==> src/rtl/can_guard_pkg.sv <==
package can_guard_pkg;
  localparam int DW    = 8;
  localparam int AW    = 5;
  localparam int NFILT = 8;
  localparam int PSW   = 6;

  localparam logic [AW-1:0] A_MODE = AW'(0);
  localparam logic [AW-1:0] A_EN   = AW'(1);
  localparam logic [AW-1:0] A_CLK  = AW'(2);
  localparam logic [AW-1:0] A_BT0  = AW'(3);
  localparam logic [AW-1:0] A_BT1  = AW'(4);
  localparam logic [AW-1:0] A_FCTL = AW'(5);
  localparam logic [AW-1:0] A_RXE  = AW'(6);
  localparam logic [AW-1:0] A_TXE  = AW'(7);
  localparam logic [AW-1:0] A_CODE = AW'(8);
  localparam logic [AW-1:0] A_MASK = AW'(16);

  typedef struct packed {
    logic          modeWr;
    logic          enWr;
    logic          protWr;
    logic [AW-1:0] wAddr;
    logic [DW-1:0] wData;
  } strobe_t;
endpackage

==> src/rtl/guard_ctrl.sv <==
module guard_ctrl
  import can_guard_pkg::*;
(
  input  logic          clk,
  input  logic          rst_n,
  input  logic          wrEn,
  input  logic [AW-1:0] addr,
  input  logic [DW-1:0] wrData,
  output strobe_t       strb,
  output logic          initReq,
  output logic          pdReq,
  output logic          initAck,
  output logic          txForce
);
  logic reqSync;
  logic enUsed;
  logic protSel;

  // locked address set
  always_comb begin
    protSel = (addr == A_CLK) || (addr == A_BT0) || (addr == A_BT1) ||
              (addr == A_FCTL) ||
              ((addr >= A_CODE) && (addr < A_MASK + AW'(NFILT)));
  end

  always_comb begin
    strb.modeWr = wrEn && (addr == A_MODE);
    strb.enWr   = wrEn && (addr == A_EN) && !enUsed;
    strb.protWr = wrEn && protSel && initAck;
    strb.wAddr  = addr;
    strb.wData  = wrData;
  end

  // two-stage handshake: request -> sync -> acknowledge
  always_ff @(posedge clk or negedge rst_n) begin
    if (!rst_n) begin
      initReq <= 1'b1;
      pdReq   <= 1'b0;
      reqSync <= 1'b1;
      initAck <= 1'b1;
      enUsed  <= 1'b0;
    end else begin
      if (strb.modeWr) begin
        initReq <= wrData[0];
        pdReq   <= wrData[1];
      end
      reqSync <= initReq;
      initAck <= reqSync;
      if (strb.enWr) enUsed <= 1'b1;
    end
  end

  assign txForce = initReq | initAck | pdReq;

  assert_ack_rise_R3: assert property (@(posedge clk) disable iff (!rst_n)
    $rose(initReq) |=> ##1 initAck);
  assert_ack_fall_R3: assert property (@(posedge clk) disable iff (!rst_n)
    $fell(initReq) |=> ##1 !initAck);
  assert_prot_locked_R2: assert property (@(posedge clk) disable iff (!rst_n)
    (wrEn && !initAck) |-> !strb.protWr);
  assert_en_once_R5: assert property (@(posedge clk) disable iff (!rst_n)
    strb.enWr |=> !strb.enWr);
endmodule

==> src/rtl/guard_regs.sv <==
module guard_regs
  import can_guard_pkg::*;
(
  input  logic          clk,
  input  logic          rst_n,
  input  strobe_t       strb,
  input  logic          initReq,
  input  logic          pdReq,
  input  logic          initAck,
  input  logic          oscCe,
  input  logic          busCe,
  input  logic [DW-1:0] rxErrIn,
  input  logic [DW-1:0] txErrIn,
  input  logic [AW-1:0] rdAddr,
  output logic [DW-1:0] rdData,
  output logic          tqTick
);
  logic          clkSrc;
  logic [DW-1:0] bt0, bt1, fctl;
  logic [DW-1:0] code [NFILT];
  logic [DW-1:0] mask [NFILT];
  logic          modEn;
  logic [DW-1:0] rxErr, txErr;
  logic [PSW-1:0] psCnt;
  logic [PSW-1:0] presc;
  logic          ce;

  always_ff @(posedge clk or negedge rst_n) begin
    if (!rst_n) begin
      clkSrc <= 1'b0;
      bt0    <= '0;
      bt1    <= '0;
      fctl   <= '0;
      modEn  <= 1'b0;
      rxErr  <= '0;
      txErr  <= '0;
    end else begin
      if (strb.protWr) begin
        case (strb.wAddr)
          A_CLK:   clkSrc <= strb.wData[0];
          A_BT0:   bt0    <= strb.wData;
          A_BT1:   bt1    <= strb.wData;
          A_FCTL:  fctl   <= strb.wData;
          default: ;
        endcase
      end
      if (strb.enWr) modEn <= strb.wData[0];
      rxErr <= rxErrIn;
      txErr <= txErrIn;
    end
  end

  for (genvar i = 0; i < NFILT; i++) begin : g_filt
    always_ff @(posedge clk or negedge rst_n) begin
      if (!rst_n) begin
        code[i] <= '0;
        mask[i] <= '0;
      end else if (strb.protWr) begin
        if (strb.wAddr == A_CODE + AW'(i)) code[i] <= strb.wData;
        if (strb.wAddr == A_MASK + AW'(i)) mask[i] <= strb.wData;
      end
    end
  end

  // time-quantum prescaler on the selected clock enable
  assign presc = bt0[PSW-1:0];
  assign ce    = clkSrc ? busCe : oscCe;

  always_ff @(posedge clk or negedge rst_n) begin
    if (!rst_n) begin
      psCnt  <= '0;
      tqTick <= 1'b0;
    end else begin
      tqTick <= 1'b0;
      if (ce) begin
        if (psCnt >= presc) begin
          psCnt  <= '0;
          tqTick <= 1'b1;
        end else begin
          psCnt <= psCnt + 1'b1;
        end
      end
    end
  end

  always_comb begin
    rdData = '0;
    case (rdAddr)
      A_MODE: rdData = {3'b000, initAck, 2'b00, pdReq, initReq};
      A_EN:   rdData = {{(DW-1){1'b0}}, modEn};
      A_CLK:  rdData = {{(DW-1){1'b0}}, clkSrc};
      A_BT0:  rdData = bt0;
      A_BT1:  rdData = bt1;
      A_FCTL: rdData = fctl;
      A_RXE:  rdData = rxErr;
      A_TXE:  rdData = txErr;
      default: begin
        for (int i = 0; i < NFILT; i++) begin
          if (rdAddr == A_CODE + AW'(i)) rdData = code[i];
          if (rdAddr == A_MASK + AW'(i)) rdData = mask[i];
        end
      end
    endcase
  end

  assert_tick_single_R7: assert property (@(posedge clk) disable iff (!rst_n)
    (tqTick && presc != '0) |=> !tqTick);
  assert_cfg_hold_R2: assert property (@(posedge clk) disable iff (!rst_n)
    !initAck |=> $stable(bt0) && $stable(clkSrc));
endmodule

==> src/rtl/can_cfg_guard.sv <==
module can_cfg_guard
  import can_guard_pkg::*;
(
  input  logic          clk,
  input  logic          rst_n,
  input  logic          wrEn,
  input  logic [AW-1:0] addr,
  input  logic [DW-1:0] wrData,
  output logic [DW-1:0] rdData,
  output logic          initAck,
  input  logic          oscCe,
  input  logic          busCe,
  input  logic [DW-1:0] rxErrIn,
  input  logic [DW-1:0] txErrIn,
  input  logic          canTxIn,
  output logic          canTxOut,
  output logic          tqTick
);
  strobe_t strb;
  logic    initReq, pdReq, txForce;

  guard_ctrl u_ctrl (
    .clk(clk), .rst_n(rst_n), .wrEn(wrEn), .addr(addr), .wrData(wrData),
    .strb(strb), .initReq(initReq), .pdReq(pdReq), .initAck(initAck),
    .txForce(txForce)
  );

  guard_regs u_regs (
    .clk(clk), .rst_n(rst_n), .strb(strb), .initReq(initReq), .pdReq(pdReq),
    .initAck(initAck), .oscCe(oscCe), .busCe(busCe), .rxErrIn(rxErrIn),
    .txErrIn(txErrIn), .rdAddr(addr), .rdData(rdData), .tqTick(tqTick)
  );

  assign canTxOut = txForce ? 1'b1 : canTxIn;

  assert_tx_recessive_R4: assert property (@(posedge clk) disable iff (!rst_n)
    (initAck || pdReq) |-> canTxOut);
endmodule

==> config.mk <==
export PLATFORM = sky130hd
export DESIGN_NAME = can_cfg_guard
export DESIGN_NICKNAME = d
export VERILOG_FILES = /design/src/rtl/can_guard_pkg.sv /design/src/rtl/guard_ctrl.sv /design/src/rtl/guard_regs.sv /design/src/rtl/can_cfg_guard.sv
export SDC_FILE = /design/constraint.sdc
export NUM_CORES = 1
export LEC_CHECK = 0
export ABC_AREA = 1
export BUFFER_PORTS_ARGS = -buffer_cell sky130_fd_sc_hd__buf_2
export CAP_MARGIN = 20
export CORE_AREA = 8 8 125 156
export DETAILED_ROUTE_END_ITERATION = 10
export DIE_AREA = 0 0 133 164
export PLACE_DENSITY = 0.63
export SYNTH_ARGS = -nofsm -noshare
export SYNTH_HDL_FRONTEND = slang
export SYNTH_SLANG_ARGS = --single-unit
export TNS_END_PERCENT = 20
==> constraint.sdc <==
create_clock -name clk -period 5.4 [get_ports clk]
set_input_delay 0.54 -clock clk [delete_from_list [all_inputs] [get_ports clk]]
set_output_delay 0.54 -clock clk [all_outputs]
set_load 0.05 [all_outputs]
==> flow_summary.ini <==
[sta]
final_max_slew_viol_count = 0
min_period_ps = 3610
fin_ws_ps = 1790
fmax_ghz = 0.277
final_hold_viol_count = 0
rsz0062_at_grt = false
tightest_slew_ps = 990
fin_hold_ws_ps = 99.5
finalSetupViolCount = 0
slew_headroom_pct = 33.9
tns_ps = 0
fin_skew_ps = 8.99
finalCritPeriodShare_pct = 66.9

[worst_setup_path]
crit_fanout = 13
crit-reg2reg-launch = u_ctrl.initAck
endpoint = rdData[2]
arrival_ps = 3070
crit_slowest_cell = nor2_1
cp.depth = 16
cp-end-kind = output pin
rrSetupSlack_ps = 3110
crit_chain = buf_2, nor2_1, nand3_1, inv_1, nand2_1, nand2_1, nand4_1, nor2_1, nand4_1, nand2_1, nand4_1, nand2_1, nand2_1, nand2_1, nand2_1, buf_2
cpLargestDelayFamily = simple AND/OR/NAND/NOR gates
required_ps = 4860
max_stage_delay_ps = 480
crit_type = input port to output pin
cp-start-kind = input port
crit_top_cell = nand2_1
critPathLaunch = addr[3]
r2r_cells = 7
critPathBufInv = 3
regToRegEndpoint = u_regs.code[13]

[global_routing]
use_met3_pct = 3.64
globalRoute.totalOverflow = 0
grt_busiest_layer = met2
grt_use_met1_pct = 27.4
grt_pass1_vias = 6523
grt_max_degree = 73
antenna_found_initial = 1
gr-usage-all-layers_pct = 20.8
grt_pass1_wl_um = 35500
met2_usage_pct = 33.9

[drt]
wl_per_cell_um = 17.2
vias = 6678
first_pass_iters = 5
antenna_left = 0
wl_um = 21800
viasPerCell = 5.27
drt_iter0_drc = 601
drc_errors = 0

[power]
p_per_area_nw_per_um2 = 328
ir_worst_vdd_v = 0.000218
leakagePower_nw = 4.50

[final_layout]
syn_to_final_growth_pct = 11.6
nets = 1073
antenna_cells = 0
utilization_pct = 54.4
nFillCells = 1587
drive_gt1_share_pct = 9.98

[synth]
syn-cell-area_um2 = 8330
syn_avg_cell_area_um2 = 8.30
yosysWarningCount = 0
ys.flop_type = dfrtp_1
ys_types = 39
yosys_register_bits = 182
synth_top_cell_area_share_pct = 53.8
seq_area_frac_synth_pct = 54.7
synth.most_common_cell = nand2_1
synth_area_leader_cell = dfrtp_1
ys_top_cells_by_count = nand2_1, dfrtp_1, o21ai_0
synth_nets = 1048
synth_edf_count = 0
postSynth.asyncResetShare_pct = 100
synth_area_leaders = dfrtp_1, nand2_1, o21ai_0
syn_inst = 1004

[place]
post-place-ws_ps = 1810
gp_congestion = 0.850
portBuffers = 45
dp_hpwl_um = 14800

[clocking]
ctsLongestPathBuffers = 2
htreeDepth = 4
clock_latency_ps = 440
cts_buffers = 17
ctsResizeCount = 0
cts_tree = done
cts_hold_buf = 0
post-cts-setup-buffers = 0
cts-root-buf = clkbuf_16
path_clk_slew_ps = 70
clock_sinks = 182

[worst_hold_path]
min_path_type = input port to asynchronous set/reset pin

[floorplanning]
io_pins = 46
die_h_um = 164
core_area_um2 = 17100
die_w_um = 133
floorplan.die_area_um2 = 21800
num_rows = 54
start_util_pct = 48.7

[run_status]
status = completed

[flow_run]
drv_cap = 0
[cell type report]
class	count	area (um2)	share of cell area (%)
Clock buffer	17	425	4.57
Tap cell	224	280	3.01
Clock inverter	15	203	2.18
Timing Repair Buffer	49	262	2.81
Inverter	94	353	3.79
Multi-Input combinational cell	685	3220	34.6
Sequential cell	182	4560	49.0
[layer usage]
metal / part of all wire (%) / vias to the layer above
met3: 3.6 / 41
met5: 0.046 / -
met2: 48 / 150
met1: 46 / 3172
li1: - / 3313
met4: 2.3 / 2
[cell families after synthesis]
family,Yosys count,synth area share [%]
AND/OR/NAND/NOR,451,23.0
AO/OA/AOI/OAI,223,14.1
flip-flops,182,54.7
buffers and inverters,137,6.67
adder cells (fa/ha/maj),9,1.35
XOR/XNOR,2,0.210
[placed cells by master, fill, tap and decap left out, drive strengths merged, types with 2 or more instances in the layout]
master / count
a21oi: 27
a221oi: 2
a22oi: 6
a41o: 2
buf: 48
bufinv: 3
clkbuf: 18
clkinv: 2
clkinvlp: 2
dfrtp: 179
dfstp: 3
ha: 9
inv: 102
nand2: 336
nand3: 37
nand4: 23
nor2: 44
nor3: 5
o21ai: 177
o31ai: 2
or2: 2
xor2: 2
[sequential cells by signal, summed over array words and instances, names as in the netlist, 6 cells and up]
| name | cells |
|---|---|
| u_regs.bt0 | 8 |
| u_regs.bt1 | 8 |
| u_regs.code | 64 |
| u_regs.fctl | 8 |
| u_regs.mask | 64 |
| u_regs.psCnt | 6 |
| u_regs.rxErr | 8 |
| u_regs.txErr | 8 |
[power by group]
group	switching, W	internal, W	total (W)	leakage [nW]
combinational	0.000176	0.0000641	0.000240	1.73
clock	0.000584	0.000750	0.00133	0.303
sequential	0.0000401	0.00143	0.00147	2.47
total	0.000800	0.00225	0.00305	4.50
[metrics by stage]
stage / cell area (um2) / power [W] / std cells
finish: 9300 / 0.00305 / 1266
global route: 9300 / 0.00316 / 1266
CTS: 9300 / 0.00307 / 1266
detailed placement: 8670 / 0.00174 / 1234
global placement: 8670 / 0.00174 / 1233
floorplan: 8330 / 0.00164 / 1004
[worst min path at each step]
stage | from | end | slack [ps] | cells past startpoint
2_1_floorplan | rst_n | u_ctrl.enUsed | 240 | 0
3_3_place_gp | u_ctrl.reqSync | u_ctrl.initAck | 350 | 0
3_5_place_dp | u_ctrl.reqSync | u_ctrl.initAck | 350 | 0
4_1_cts | rst_n | u_regs.mask[48] | 140 | 1
5_1_grt | rst_n | u_regs.mask[52] | 150 | 1
6_report | rst_n | u_regs.mask[52] | 100 | 1
No activity file was read; power rests on OpenSTA's default activity.
